`src/rtl/serTxPkg.sv`:
```
package serTxPkg;
  localparam int DATA_W  = 8;
  localparam int FRAME_W = DATA_W + 4;
  localparam int LEN_W   = $clog2(FRAME_W + 1);

  typedef struct packed {
    logic loadData;
    logic loadSync;
    logic shift;
    logic goIdle;
  } txStrobeT;

  // Frame image, bit 0 first on the line; unused upper bits stay 1
  function automatic logic [FRAME_W-1:0] buildFrame(
    input logic [DATA_W-1:0] d,
    input logic [1:0]        lenSel,
    input logic              parEn,
    input logic              parOdd,
    input logic              syncMode
  );
    logic [FRAME_W-1:0] f;
    int n;
    int pos;
    logic p;
    f   = '1;
    n   = 5 + int'(lenSel);
    pos = syncMode ? 0 : 1;
    if (!syncMode) f[0] = 1'b0;
    p = parOdd;
    for (int i = 0; i < DATA_W; i++) begin
      if (i < n) begin
        f[pos+i] = d[i];
        p = p ^ d[i];
      end
    end
    if (parEn) f[pos+n] = p;
    return f;
  endfunction

  function automatic logic [LEN_W-1:0] frameLen(
    input logic [1:0] lenSel,
    input logic       parEn,
    input logic       stopTwo,
    input logic       syncMode
  );
    logic [LEN_W-1:0] l;
    l = LEN_W'(5) + LEN_W'(lenSel) + LEN_W'(parEn);
    if (!syncMode) l = l + LEN_W'(1) + (stopTwo ? LEN_W'(2) : LEN_W'(1));
    return l;
  endfunction
endpackage

```
`src/rtl/serTxCtrl.sv`:
```
module serTxCtrl
  import serTxPkg::*;
#(
  parameter int DIV_W = 6
) (
  input  logic       clk,
  input  logic       rst,
  input  logic       fallStb,
  input  logic       modeSync,
  input  logic [1:0] factorSel,
  input  logic [1:0] charLen,
  input  logic       parityEn,
  input  logic       stopTwo,
  input  logic       txEnable,
  input  logic       ctsN,
  input  logic       holdFull,
  output txStrobeT   strb,
  output logic       busyData,
  output logic       gate
);
  logic             busy;
  logic             armed;
  logic [DIV_W-1:0] divCnt;
  logic [LEN_W-1:0] bitsLeft;
  logic [DIV_W-1:0] divMax;
  logic             permit;
  logic             divEnd;
  logic             lastBit;
  logic             canStart;

  assign permit = txEnable & ~ctsN;
  assign gate   = permit | armed;

  always_comb begin
    if (modeSync || factorSel == 2'd0) divMax = '0;
    else if (factorSel == 2'd1)        divMax = DIV_W'(15);
    else                               divMax = DIV_W'(63);
  end

  assign divEnd   = busy & (divCnt == divMax);
  assign lastBit  = divEnd & (bitsLeft == LEN_W'(1));
  assign canStart = fallStb & (~busy | lastBit);

  always_comb begin
    strb          = '0;
    strb.loadData = canStart & holdFull & gate;
    strb.loadSync = canStart & ~strb.loadData & modeSync & permit;
    strb.shift    = fallStb & divEnd & ~lastBit;
    strb.goIdle   = fallStb & lastBit & ~strb.loadData & ~strb.loadSync;
  end

  always_ff @(posedge clk) begin
    if (rst) begin
      busy     <= 1'b0;
      busyData <= 1'b0;
      armed    <= 1'b0;
      divCnt   <= '0;
      bitsLeft <= '0;
    end else begin
      armed <= permit | (armed & (holdFull | busyData));
      if (strb.loadData || strb.loadSync) begin
        busy     <= 1'b1;
        busyData <= strb.loadData;
        divCnt   <= '0;
        bitsLeft <= frameLen(charLen, parityEn, stopTwo, modeSync);
      end else if (strb.shift) begin
        divCnt   <= '0;
        bitsLeft <= bitsLeft - LEN_W'(1);
      end else if (strb.goIdle) begin
        busy     <= 1'b0;
        busyData <= 1'b0;
      end else if (fallStb && busy) begin
        divCnt <= divCnt + DIV_W'(1);
      end
    end
  end
endmodule

```
`src/rtl/serTxPath.sv`:
```
module serTxPath
  import serTxPkg::*;
(
  input  logic              clk,
  input  logic              rst,
  input  txStrobeT          strb,
  input  logic              wrData,
  input  logic [DATA_W-1:0] wrByte,
  input  logic [DATA_W-1:0] syncChar,
  input  logic [1:0]        charLen,
  input  logic              parityEn,
  input  logic              parityOdd,
  input  logic              modeSync,
  output logic              holdFull,
  output logic              txd
);
  logic [DATA_W-1:0]  hold;
  logic [FRAME_W-1:0] shiftReg;
  logic [FRAME_W-1:0] frm;

  assign frm = buildFrame(strb.loadSync ? syncChar : hold, charLen, parityEn,
                          parityOdd, modeSync);

  always_ff @(posedge clk) begin
    if (rst) begin
      hold     <= '0;
      holdFull <= 1'b0;
      shiftReg <= '1;
      txd      <= 1'b1;
    end else begin
      if (strb.loadData) holdFull <= 1'b0;
      if (wrData) begin
        hold     <= wrByte;
        holdFull <= 1'b1;
      end
      if (strb.loadData || strb.loadSync) begin
        txd      <= frm[0];
        shiftReg <= {1'b1, frm[FRAME_W-1:1]};
      end else if (strb.shift) begin
        txd      <= shiftReg[0];
        shiftReg <= {1'b1, shiftReg[FRAME_W-1:1]};
      end else if (strb.goIdle) begin
        txd <= 1'b1;
      end
    end
  end
endmodule

```
`src/rtl/serTx.sv`:
```
module serTx
  import serTxPkg::*;
(
  input  logic              clk,
  input  logic              rst,
  input  logic              txClk,
  input  logic              wrData,
  input  logic [DATA_W-1:0] wrByte,
  input  logic              modeSync,
  input  logic [1:0]        factorSel,
  input  logic [1:0]        charLen,
  input  logic              parityEn,
  input  logic              parityOdd,
  input  logic              stopTwo,
  input  logic [DATA_W-1:0] syncChar,
  input  logic              txEnable,
  input  logic              ctsN,
  input  logic              rtsCmd,
  output logic              txd,
  output logic              txRdyPin,
  output logic              txRdyStatus,
  output logic              txEmpty,
  output logic              rtsN
);
  logic     clkQ1;
  logic     clkQ2;
  logic     fallStb;
  txStrobeT strb;
  logic     holdFull;
  logic     busyData;
  logic     gate;

  always_ff @(posedge clk) begin
    if (rst) begin
      clkQ1 <= 1'b0;
      clkQ2 <= 1'b0;
    end else begin
      clkQ1 <= txClk;
      clkQ2 <= clkQ1;
    end
  end
  assign fallStb = clkQ2 & ~clkQ1;

  serTxCtrl #(.DIV_W(6)) u_ctrl (
    .clk(clk), .rst(rst), .fallStb(fallStb), .modeSync(modeSync),
    .factorSel(factorSel), .charLen(charLen), .parityEn(parityEn),
    .stopTwo(stopTwo), .txEnable(txEnable), .ctsN(ctsN), .holdFull(holdFull),
    .strb(strb), .busyData(busyData), .gate(gate)
  );

  serTxPath u_path (
    .clk(clk), .rst(rst), .strb(strb), .wrData(wrData), .wrByte(wrByte),
    .syncChar(syncChar), .charLen(charLen), .parityEn(parityEn),
    .parityOdd(parityOdd), .modeSync(modeSync), .holdFull(holdFull), .txd(txd)
  );

  assign txRdyStatus = ~holdFull;
  assign txRdyPin    = ~holdFull & txEnable;
  assign txEmpty     = ~((holdFull | busyData) & gate);
  assign rtsN        = ~rtsCmd;
endmodule

```
`config.mk`:
```
export PLATFORM = sky130hd
export DESIGN_NAME = serTx
export DESIGN_NICKNAME = d
export VERILOG_FILES = /design/src/rtl/serTxPkg.sv /design/src/rtl/serTxCtrl.sv /design/src/rtl/serTxPath.sv /design/src/rtl/serTx.sv
export SDC_FILE = /design/constraint.sdc
export NUM_CORES = 1
export LEC_CHECK = 0
export BUFFER_PORTS_ARGS = -buffer_cell sky130_fd_sc_hd__buf_2
export CORE_MARGIN = 4
export CORE_UTILIZATION = 35
export CTS_CLUSTER_SIZE = 8
export DETAILED_ROUTE_END_ITERATION = 12
export PLACE_DENSITY = 0.59
export SYNTH_ARGS = -nofsm -noshare
export SYNTH_HDL_FRONTEND = slang
export SYNTH_SLANG_ARGS = --single-unit
```
`constraint.sdc`:
```
create_clock -name clk -period 8.7 [get_ports clk]
set_input_delay 2.61 -clock clk [delete_from_list [all_inputs] [get_ports clk]]
set_output_delay 2.61 -clock clk [all_outputs]
set_load 0.05 [all_outputs]
```
==> key figures, run 1 <==
Run
  – Max-Cap Viols: 0

Timing
  – Worst slew pin tran: 763 ps
  – Tmin final: 6090 ps
  – Setup TNS: 0 ps
  – Slew headroom: 49.1%
  – Hold_ws: 467 ps
  – Fmax: 164 MHz
  – Final setup margin: 2610 ps
  – Final Skew: 5.73 ps
  – Fin crit share: 70.0%
  – Final Hold Vio Count: 0
  – Slew Viols, Final: 0
  – RSZ-0062 raised after global routing: false
  – Final Setup Violations: 0

Critical path
  – Path depth of the worst reg2reg path: 6
  – Reg-to-Reg Start: u_ctrl.divCnt[0]
  – Critical Path RT: 6090 ps
  – Maximum fanout along the worst path: 4
  – Critical Path AT: 3480 ps
  – Reg2Reg Capture Point: u_path.txd
  – Crit path capture type: output port
  – R2R Setup Slk: 6140 ps
  – Crit path kind: input pin to output port
  – Startpoint Class: input pin

Outcome
  – Outcome: complete, no violations

Routing
  – Residual DRC: 0
  – WL/cell: 14.3 µm
  – Drt first pass iters: 4
  – DRT iter0 DRCs: 151
  – Via density: 5.21
  – Final WL: 5940 µm
  – Antenna Violating Nets Remaining: 0
  – Total number of vias: 2169

Global route
  – Largest net degree at the start of global routing: 40
  – Total track usage: 14.6%
  – Total gr overflow: 0
  – Initial antenna violation count: 0
  – First-pass GRT wire length: 10100 µm
  – Vias in the first global route: 2063

Synth
  – FF+latch count, synth: 36
  – Synth unique cells: 58
  – Top-area cell type share of the netlist area: 29.0%
  – Post-Syn Instances: 295
  – Sequential area share after synthesis: 29.0%
  – Synthesized Nets: 339
  – Synth area leaders: dfxtp_1, ha_1, mux2i_1
  – Synth Area in XOR/XNOR: 7.75%
  – Mux cell area share after synthesis: 7.14%
  – Post-synth design cell area: 0.00249 mm²
  – Compound-Gate Fraction of Synth Area: 23.0%
  – FFs w/ async S/R, synth: 0%
  – Cell with the most instances after synthesis: dfxtp_1
  – Top_reg_cell synth: dfxtp_1
  – Adder-Cell Fraction of Synth Area: 7.14%
  – Synth Area per Inst: 8.43 µm²
  – Number of flops mapped to enable cells by yosys: 0
  – Largest family of logic cells by synthesized area: compound AO/OA/AOI/OAI gates
  – Simple-Gate Fraction of Synth Area: 20.2%
  – Synth area leader: dfxtp_1
  – Top cells by count, synth: dfxtp_1, nor2_1, inv_1, nand2_1, mux2i_1
  – Syn. warnings: 0

Hold path
  – Min-delay worst type: register to register
  – Min-delay src: u_ctrl.bitsLeft[3]
  – Hold endpoint: u_ctrl.bitsLeft[3]
  – Hold path depth: 2

CTS
  – CTS tree: yes
  – Post CTS Setup Buffer Count: 0
  – Clock Path Buffers: 2
  – Clk Tree Root Cell: clkbuf_8
  – H-Tree Depth: 2
  – CTS clk-pin slew, worst paths: 70 ps
  – Clk sinks: 36
  – Post-CTS Hold Buffers: 0
  – Inserted Clock Buffers: 5
  – Worst skew pair latency: 290 ps
  – Post-CTS sizing: 0

Place
  – Pre-CTS setup slack: 2610 ps
  – Placed Instances: 409
  – Post-DP Area: 0.00270 mm²
  – IO Port Bufs: 35
  – HPWL Detailed: 4310 µm
  – GPL Wtd Cong: 0.784

Cells and area
  – Area growth, synth to finish: 12.4%
  – Register area: 721 µm²
  – Nets: 364
  – Area of the multi-input gates: 0.00162 mm²
  – Ant diodes: 0
  – Fillers: 723
  – Cell area after layout: 0.00280 mm²
  – Ratio of cells with drive above 1 in the final layout: 15.9%
  – Post-Layout Cell Count: 416

Power and ir drop
  – LEAKAGE: 1.10 nW
  – VDD IR max: 0.0553 mV
  – Pwr dens: 140 mW/mm²

Floorplan
  – Die Span X: 92.3 µm
  – Site Rows: 30
  – Die height: 92.3 µm
  – Full die area: 0.00852 mm²
  – Initial Util: 36.4%
  – Core ar.: 0.00683 mm²
  – I/O pins: 36
-- how the worst max path moves through the flow --
stage	slack [ps]	cells after the start	from	to
finish	2610	5	txEnable	txEmpty
global route	2560	5	txEnable	txEmpty
CTS	2610	5	txEnable	txEmpty
floorplan	2570	3	txEnable	txEmpty
global placement	2640	5	txEnable	txEmpty
detailed placement	2610	5	txEnable	txEmpty
-- cells in the final DEF (no fill, tap or decap), types with 11 or more instances in the layout --
master and instances:
o21ai_0 11, inv_1 16, dfxtp_1 36, nor2_1 25, buf_2 35, nor3_1 12
ha_1 11, mux2i_1 13, a21oi_1 12, xnor2_1 12, nand2_1 15
-- cell type report --
class | count | share of cell area (%)
clock buffers | 7 | 3.45
multi-input cells | 226 | 58.1
inverters | 16 | 2.15
well taps | 96 | 4.30
repair buffers | 35 | 6.26
flip-flops and latches | 36 | 25.8
-- through the flow --
step / utilization, % / total power, mW
after floorplan: - / 0.242
final: 40.9 / 0.393
after detailed placement: 39.5 / 0.265
after global placement: 39.5 / 0.264
after global routing: 40.9 / 0.415
after CTS: 40.9 / 0.397
-- cell families (layout without fill, tap and decap cells) --
family,Yosys count,in the layout
flip-flops,36,36
buffers and inverters,33,58
XOR/XNOR,22,22
multiplexers,16,16
AND/OR/NAND/NOR,96,96
AO/OA/AOI/OAI,79,79
adder cells (fa/ha/maj),13,13
-- per-layer routing --
layer	vias to the layer above	part of all wire (%)	global-route usage [%]
met2	34	45	23.1
met5	-	0	0
li1	1114	-	-
met4	0	1.0	4.08
met1	1016	51	20.7
met3	5	3.2	2.11
-- power by group --
group	internal (mW)	total (mW)	switching (mW)
combinational	0.0359	0.0870	0.0511
sequential	0.169	0.174	0.00454
clock	0.0706	0.132	0.0612
total	0.276	0.393	0.117
-- worst max-delay path, cell delays in order --
cell	delay, ps
buf_2	100
nor2b_1	150
or2_1	260
o21ai_0	80
buf_2	280
-- state kept, by name, summed over array words and instances (netlist names) --
signal	cells
u_path.shiftReg	11
u_path.hold	8
u_ctrl.divCnt	6
u_ctrl.bitsLeft	4
clkQ1	1
clkQ2	1
u_ctrl.armed	1
u_ctrl.busy	1
u_ctrl.busyData	1
u_path.holdFull	1
u_path.txd	1
Note: power is estimated with default switching activity, not from simulation.
==> inputs of run 2 (changes only) <==
--- a/config.mk
+++ b/config.mk
@@ -10,7 +10,7 @@
 export CORE_UTILIZATION = 35
 export CTS_CLUSTER_SIZE = 8
 export DETAILED_ROUTE_END_ITERATION = 12
-export PLACE_DENSITY = 0.59
+export PLACE_DENSITY = 0.61
 export SYNTH_ARGS = -nofsm -noshare
 export SYNTH_HDL_FRONTEND = slang
 export SYNTH_SLANG_ARGS = --single-unit
==> constraint.sdc (replaced) <==
create_clock -name clk -period 5.54 [get_ports clk]
set_input_delay 1.662 -clock clk [delete_from_list [all_inputs] [get_ports clk]]
set_output_delay 1.662 -clock clk [all_outputs]
set_load 0.05 [all_outputs]
==> run 2 against run 1 <==
  * Clock skew decreased by 1.5 ps
  * Non-clock buffer count unchanged
  * Highest routed layer unchanged
  * Cell count increased by 0.24%
  * Critical path type unchanged
  * Count of clock-buffer cells in the layout unchanged
  * Critical path depth unchanged
  * Largest power group unchanged
  * Core utilization increased by 0.44 points
==> key figures, run 2 (synthesis gave the netlist of run 1 again) <==
Cells and area
  – Post-Layout Cell Count: 417 (was 416)
  – Fillers: 717 (was 723)
  – Ratio of cells with drive above 1 in the final layout: 16.2% (was 15.9%)
  – Commonest non-fill, non-tap cell in the layout: dfxtp_1 (unchanged)
  – Biggest regs: u_path.shiftReg: 11 flops, u_path.hold: 8 flops, u_ctrl.divCnt: 6 flops (unchanged)
  – Max reg flops: 11 (unchanged)
  – Nets: 364 (unchanged)
  – Area growth, synth to finish: 13.6% (was 12.4%)
  – Ant diodes: 0 (unchanged)
  – Most frequent cells in the layout: dfxtp_1, buf_2, nor2_1, inv_1, nand2_1 (unchanged)
  – Biggest register: u_path.shiftReg (unchanged)

Run
  – Max-Cap Viols: 0 (unchanged)

Critical path
  – Crit-path cells: buf_2, nor2b_1, or2_1, o21ai_0, buf_2 (unchanged)
  – Critical Path AT: 2540 ps (was 3480 ps)
  – Crit-path most repeated cell: buf_2 (unchanged)
  – Crit path capture type: output port (unchanged)
  – Critical Path RT: 3880 ps (was 6090 ps)
  – Startpoint Class: input pin (unchanged)
  – Crit path kind: input pin to output port (unchanged)
  – Max incr delay on CP: 280 ps (about the same)
  – Maximum fanout along the worst path: 4 (unchanged)
  – Crit path launch: txEnable (unchanged)
  – CP Buf/Inv Count: 2 (unchanged)
  – Reg-to-Reg Start: u_ctrl.divCnt[0] (unchanged)
  – Largest delay share family, worst path: simple AND/OR/NAND/NOR gates (unchanged)
  – Slowest cell on crit path: buf_2 (unchanged)

Power and ir drop
  – LEAKAGE: 1.12 nW (was 1.10 nW)
  – Comb power frac: 20.5% (was 22.2%)
  – Sw power: 0.186 mW (was 0.117 mW)
  – VDD IR max: 0.134 mV (was 0.0553 mV)
  – P_int: 0.481 mW (was 0.276 mW)
  – Seq pwr share: 41.0% (was 44.3%)
  – Clock power share: 38.5% (was 33.6%)
  – Pwr dens: 236 mW/mm² (was 140 mW/mm²)
  – Switching Fraction: 27.8% (was 29.7%)

Floorplan
  – Full die area: 0.00852 mm² (unchanged)
  – Site Rows: 30 (unchanged)
  – Initial Util: 36.4% (unchanged)
  – I/O pins: 36 (unchanged)
  – Die Span X: 92.3 µm (unchanged)
  – Die height: 92.3 µm (unchanged)
  – Core ar.: 0.00683 mm² (unchanged)

Global route
  – GR peak layer: met2 (unchanged)
  – GRT met3 Usage: 2.44% (was 2.11%)
  – Vias in the first global route: 1970 (was 2063)
  – Total gr overflow: 0 (unchanged)
  – First-pass GRT wire length: 9440 µm (was 10100 µm)
  – Initial antenna violation count: 0 (unchanged)
  – Met1 Track Usage GR: 18.6% (was 20.7%)
  – Largest net degree at the start of global routing: 40 (unchanged)
  – GR Util met2: 22.1% (was 23.1%)
  – Total track usage: 13.6% (was 14.6%)

Place
  – GPL Wtd Cong: 0.800 (was 0.784)
  – HPWL Detailed: 4320 µm (was 4310 µm)
  – Pre-CTS setup slack: 1340 ps (was 2610 ps)
  – IO Port Bufs: 35 (unchanged)
  – Placed Instances: 409 (unchanged)

CTS
  – CTS tree: yes (unchanged)
  – Post CTS Setup Buffer Count: 0 (unchanged)
  – Clk sinks: 36 (unchanged)
  – Clk Tree Root Cell: clkbuf_8 (unchanged)
  – Post-CTS sizing: 0 (unchanged)
  – Clock Path Buffers: 2 (unchanged)
  – Worst skew pair latency: 290 ps (about the same)
  – CTS clk-pin slew, worst paths: 70 ps (about the same)
  – H-Tree Depth: 2 (unchanged)
  – Post-CTS Hold Buffers: 0 (unchanged)
  – Inserted Clock Buffers: 5 (unchanged)

Timing
  – Slew headroom: 51.3% (was 49.1%)
  – Fin crit share: 75.9%
  – Hold_ws: 471 ps (was 467 ps)
  – Final Skew: 4.21 ps (was 5.73 ps)
  – Setup TNS: 0 ps (unchanged)
  – Final Setup Violations: 0 (unchanged)
  – Final setup margin: 1340 ps (was 2610 ps)
  – RSZ-0062 raised after global routing: false (unchanged)
  – Fmax: 238 MHz
  – Worst slew pin tran: 728 ps (was 763 ps)
  – Tmin final: 4200 ps
  – Slew Viols, Final: 0 (unchanged)
  – Final Hold Vio Count: 0 (unchanged)

Routing
  – Total number of vias: 2177 (was 2169)
  – DRT iter0 DRCs: 94 (was 151)
  – WL/cell: 13.9 µm (was 14.3 µm)
  – Drt first pass iters: 4 (unchanged)
  – Residual DRC: 0 (unchanged)
  – Antenna Violating Nets Remaining: 0 (unchanged)
  – Final WL: 5800 µm (was 5940 µm)
  – Via density: 5.22 (was 5.21)

Outcome
  – Outcome: complete, no violations (unchanged)

Hold path
  – Min-delay src: u_ctrl.bitsLeft[3] (unchanged)
  – Min-delay worst type: register to register (unchanged)
[run 2: changes by cell type in the layout (fill, tap and decap cells not counted), sizes merged]
cell,before,now
bufinv,0,1
[run 2: worst paths after layout]
path / to / slack, ps / cells past startpoint
max: txEmpty / 1340 / 5
min: u_ctrl.bitsLeft[3] / 470 / 2
max reg2reg: u_path.txd / 3020 / 6
min reg2reg: u_ctrl.bitsLeft[3] / 470 / 2
[run 2: through the flow]
| stage | area [µm²] | total power, mW | util [%] |
|---|---|---|---|
| 6_report | 2830 | 0.667 | 41.4 |
| 4_1_cts | 2830 | 0.674 | 41.4 |
| 3_5_place_dp | 2700 | 0.416 | 39.5 |
| 3_3_place_gp | 2700 | 0.414 | 39.5 |
| 5_1_grt | 2830 | 0.700 | 41.4 |
| 2_1_floorplan | 2490 | 0.380 | - |
[run 2: layout make-up]
| class | count | area (µm²) | share of cell area [%] |
|---|---|---|---|
| Sequential cell | 36 | 721 | 25.5 |
| Tap cell | 96 | 120 | 4.25 |
| Clock buffer | 7 | 96.3 | 3.41 |
| Clock inverter | 1 | 30.0 | 1.06 |
| Inverter | 16 | 60.1 | 2.12 |
| Multi-Input combinational cell | 226 | 1620 | 57.5 |
| Timing Repair Buffer | 35 | 175 | 6.20 |
[run 2: power groups by stage]
stage	clock network, mW	registers, mW	logic [mW]
finish	0.257	0.273	0.137
floorplan	0	0.277	0.102
detailed placement	0	0.279	0.137
CTS	0.263	0.273	0.138
global placement	0	0.279	0.135
global route	0.274	0.274	0.152
[run 2: routing by layer]
layer | vias to the layer above | routed length [µm]
met5 | - | 0
met4 | 0 | 72
met2 | 37 | 2650
met1 | 1018 | 2850
li1 | 1116 | -
met3 | 6 | 215
[run 2: worst reg2reg max path, stage by stage (launching register included)]
cell,delay [ps]
dfxtp_1,350
or4_4,550
mux2i_4,210
and4_1,600
a31o_1,380
o32a_1,210
a2bb2oi_1,140
==> inputs of run 3 (changes only) <==
--- a/config.mk
+++ b/config.mk
@@ -5,12 +5,13 @@
 export SDC_FILE = /design/constraint.sdc
 export NUM_CORES = 1
 export LEC_CHECK = 0
+export ABC_AREA = 1
 export BUFFER_PORTS_ARGS = -buffer_cell sky130_fd_sc_hd__buf_2
 export CORE_MARGIN = 4
 export CORE_UTILIZATION = 35
 export CTS_CLUSTER_SIZE = 8
 export DETAILED_ROUTE_END_ITERATION = 12
-export PLACE_DENSITY = 0.61
+export PLACE_DENSITY = 0.59
 export SYNTH_ARGS = -nofsm -noshare
 export SYNTH_HDL_FRONTEND = slang
 export SYNTH_SLANG_ARGS = --single-unit
==> constraint.sdc (replaced) <==
create_clock -name clk -period 4.3 [get_ports clk]
set_input_delay 1.29 -clock clk [delete_from_list [all_inputs] [get_ports clk]]
set_output_delay 1.29 -clock clk [all_outputs]
set_load 0.05 [all_outputs]
==> run 3 against run 2 <==
  * Wire length grew 9.5%
  * Combinational power grew 25%
  * Non-clock buffer count grew 2
  * Via count grew 15%
  * Total power grew 16%
  * Clock power shrank 3%
  * Critical path type is now input pin to register
  * Critical endpoint is now u_path.shiftReg[10]
  * Largest cell class unchanged
==> key figures, run 3 <==
Routing
  – Via density: 4.82 (was 5.22)
  – WL/cell: 12.2 µm (was 13.9 µm)
  – Residual DRC: 0 (unchanged)
  – DRT iter0 DRCs: 85 (was 94)
  – Antenna Violating Nets Remaining: 0 (unchanged)
  – Drt first pass iters: 4 (unchanged)
  – Total number of vias: 2510 (was 2177)
  – Final WL: 6350 µm (was 5800 µm)

Floorplan
  – Site Rows: 30 (unchanged)
  – I/O pins: 36 (unchanged)
  – Core ar.: 0.00694 mm² (was 0.00683 mm²)
  – Die height: 93.3 µm (was 92.3 µm)
  – Initial Util: 36.6% (was 36.4%)
  – Die Span X: 93.3 µm (was 92.3 µm)
  – Full die area: 0.00870 mm² (was 0.00852 mm²)

CTS
  – CTS clk-pin slew, worst paths: 70 ps (about the same)
  – Inserted Clock Buffers: 5 (unchanged)
  – Clk sinks: 36 (unchanged)
  – Post-CTS Hold Buffers: 0 (unchanged)
  – CTS tree: yes (unchanged)
  – Worst skew pair latency: 290 ps (about the same)
  – Clock Path Buffers: 2 (unchanged)
  – Post CTS Setup Buffer Count: 0 (unchanged)
  – Clk Tree Root Cell: clkbuf_8 (unchanged)
  – Post-CTS sizing: 0 (unchanged)
  – H-Tree Depth: 2 (unchanged)

Synth
  – Number of flops mapped to enable cells by yosys: 0 (unchanged)
  – FFs w/ async S/R, synth: 0% (unchanged)
  – Top cells by count, synth: nand2_1, inv_1, dfxtp_1, nand3_1, nor2_1 (was dfxtp_1, nor2_1, inv_1, nand2_1, mux2i_1)
  – FF+latch count, synth: 36 (unchanged)
  – Syn. warnings: 0 (unchanged)
  – Synth area leader: dfxtp_1 (unchanged)
  – Synth unique cells: 42 (was 58)
  – Post-synth design cell area: 0.00254 mm² (was 0.00249 mm²)
  – Post-Syn Instances: 391 (was 295)
  – Synth area leaders: dfxtp_1, nand2_1, inv_1 (was dfxtp_1, ha_1, mux2i_1)
  – Synth Area per Inst: 6.51 µm² (was 8.43 µm²)
  – Cell with the most instances after synthesis: nand2_1 (was dfxtp_1)
  – Sequential area share after synthesis: 28.3% (was 29.0%)
  – Top_reg_cell synth: dfxtp_1 (unchanged)
  – Top-area cell type share of the netlist area: 28.3% (was 29.0%)
  – Synthesized Nets: 435 (was 339)

Critical path
  – Crit path capture type: register (was output port)
  – Reg-to-Reg Start: u_ctrl.bitsLeft[1] (was u_ctrl.divCnt[0])
  – R2R Setup Slk: 1670 ps (was 3020 ps)
  – Path depth of the worst reg2reg path: 14 (was 6)
  – Crit path kind: input pin to register (was input pin to output port)
  – Startpoint Class: input pin (unchanged)
  – Critical Path AT: 3700 ps (was 2540 ps)
  – Reg2Reg Capture Point: u_path.shiftReg[10] (was u_path.txd)
  – Critical Path RT: 4460 ps (was 3880 ps)
  – Crit path launch: modeSync (was txEnable)
  – CP Capture Point: u_path.shiftReg[10] (was txEmpty)
  – Maximum fanout along the worst path: 19 (was 4)

Cells and area
  – Commonest non-fill, non-tap cell in the layout: nand2_1 (was dfxtp_1)
  – Register area: 721 µm² (unchanged)
  – Area growth, synth to finish: 13.4% (was 13.6%)
  – Nets: 468 (was 364)
  – Biggest regs: u_path.shiftReg: 11 flops, u_path.hold: 8 flops, u_ctrl.divCnt: 6 flops (unchanged)
  – Max reg flops: 11 (unchanged)
  – Most frequent cells in the layout: nand2_1, inv_1, nand3_1, dfxtp_1, buf_2 (was dfxtp_1, buf_2, nor2_1, inv_1, nand2_1)
  – Ant diodes: 0 (unchanged)
  – Fillers: 756 (was 717)
  – Biggest register: u_path.shiftReg (unchanged)
  – Ratio of cells with drive above 1 in the final layout: 16.2% (about the same)
  – Post-Layout Cell Count: 521 (was 417)
  – Area of the multi-input gates: 0.00154 mm² (was 0.00162 mm²)

Timing
  – Fmax: 282 MHz
  – Slew headroom: 59.7% (was 51.3%)
  – Final setup margin: 758 ps (was 1340 ps)
  – Final Hold Vio Count: 0 (unchanged)
  – Setup TNS: 0 ps (unchanged)
  – RSZ-0062 raised after global routing: false (unchanged)
  – Final Skew: 8.15 ps (was 4.21 ps)
  – Fin crit share: 82.4%
  – Tmin final: 3540 ps
  – Worst slew pin tran: 603 ps (was 728 ps)
  – Slew Viols, Final: 0 (unchanged)
  – Final Setup Violations: 0 (unchanged)

Global route
  – Largest net degree at the start of global routing: 20 (was 40)
  – Vias in the first global route: 2436 (was 1970)
  – First-pass GRT wire length: 11000 µm (was 9440 µm)
  – Total gr overflow: 0 (unchanged)
  – Total track usage: 15.7% (was 13.6%)
  – Initial antenna violation count: 0 (unchanged)

Place
  – IO Port Bufs: 35 (unchanged)
  – Pre-CTS setup slack: 501 ps (was 1340 ps)
  – Placed Instances: 513 (was 409)
  – HPWL Detailed: 5040 µm (was 4320 µm)
  – GPL Wtd Cong: 0.964 (was 0.800)

Power and ir drop
  – Pwr dens: 267 mW/mm² (was 236 mW/mm²)
  – VDD IR max: 0.101 mV (was 0.134 mV)
  – LEAKAGE: 1.36 nW (was 1.12 nW)
  – Power Total: 0.770 mW (was 0.667 mW)

Hold path
  – Min-delay src: clkQ1 (was u_ctrl.bitsLeft[3])
  – Min-delay worst type: register to register (unchanged)

Run
  – Max-Cap Viols: 0 (unchanged)

Outcome
  – Outcome: complete, no violations (unchanged)
## run 3: cell types whose count changed in the layout (fill, tap and decap cells not counted), sizes merged, moves of 7 or more
cell / delta
a21o: -7
a21oi: +11
a31oi: -10
inv: +43
mux2i: -15
nand2: +95
nand3: +31
nor2: +12
nor2b: -10
nor3: -8
o21ai: +8
xnor2: -10
## run 3: worst max-delay path, cell delays in order
cell and delay [ps]:
buf_2 180, inv_4 190, nand2_2 80, o21ai_1 150, nor2_2 80, nand3_4 110, nand2_4 120, nand2_4 180
inv_2 80, nor2_2 490, nand2_2 160, nor2_1 270, inv_1 140, nor2_1 130, a21oi_1 50
## run 3: per-stage QoR
step	hold WS (ps)	cell area (µm²)	util [%]
after floorplan	429	2540	-
after global placement	452	2800	40.3
after detailed placement	454	2800	40.3
after CTS	461	2890	41.5
after global routing	484	2890	41.5
final	459	2890	41.5
## run 3: worst min-delay path by stage
stage                      to  slack (ps)  cells after the start
2_1_floorplan           clkQ2         430                      2
3_3_place_gp            clkQ2         450                      2
3_5_place_dp            clkQ2         450                      2
4_1_cts                 clkQ2         460                      2
5_1_grt        u_path.hold[1]         480                      2
6_report                clkQ2         460                      2
## run 3: cells by family (layout without fill, tap and decap cells)
logic type	count (synthesis)	in the layout	share of synthesized area [%]
adders and majority gates	13	13	6.98
AOI/OAI and AO/OA	60	60	13.6
and+or+nand+nor	204	204	37.1
DFF	36	36	28.3
xor gates and xnor gates	7	7	2.71
buffers and inverters	71	105	11.3
## run 3: routing by layer
layer,global-route usage (%),vias up,wire length (µm)
met5,0,-,0
met4,3.66,0,70
met3,2.65,6,237
met2,26.6,30,3000
met1,20.7,1142,3030
li1,-,1332,-
## run 3: layout make-up
| cell class | instances | area share, % |
|---|---|---|
| Multi-Input combinational cell | 284 | 53.3 |
| Sequential cell | 36 | 25.0 |
| Inverter | 60 | 7.89 |
| Timing Repair Buffer | 37 | 6.59 |
| Tap cell | 96 | 4.16 |
| Clock buffer | 8 | 3.12 |
## run 3: power breakdown
| part | internal (mW) | switching [mW] | total, mW |
|---|---|---|---|
| Sequential | 0.343 | 0.00683 | 0.350 |
| Combinational | 0.0596 | 0.111 | 0.171 |
| Clock | 0.131 | 0.118 | 0.249 |
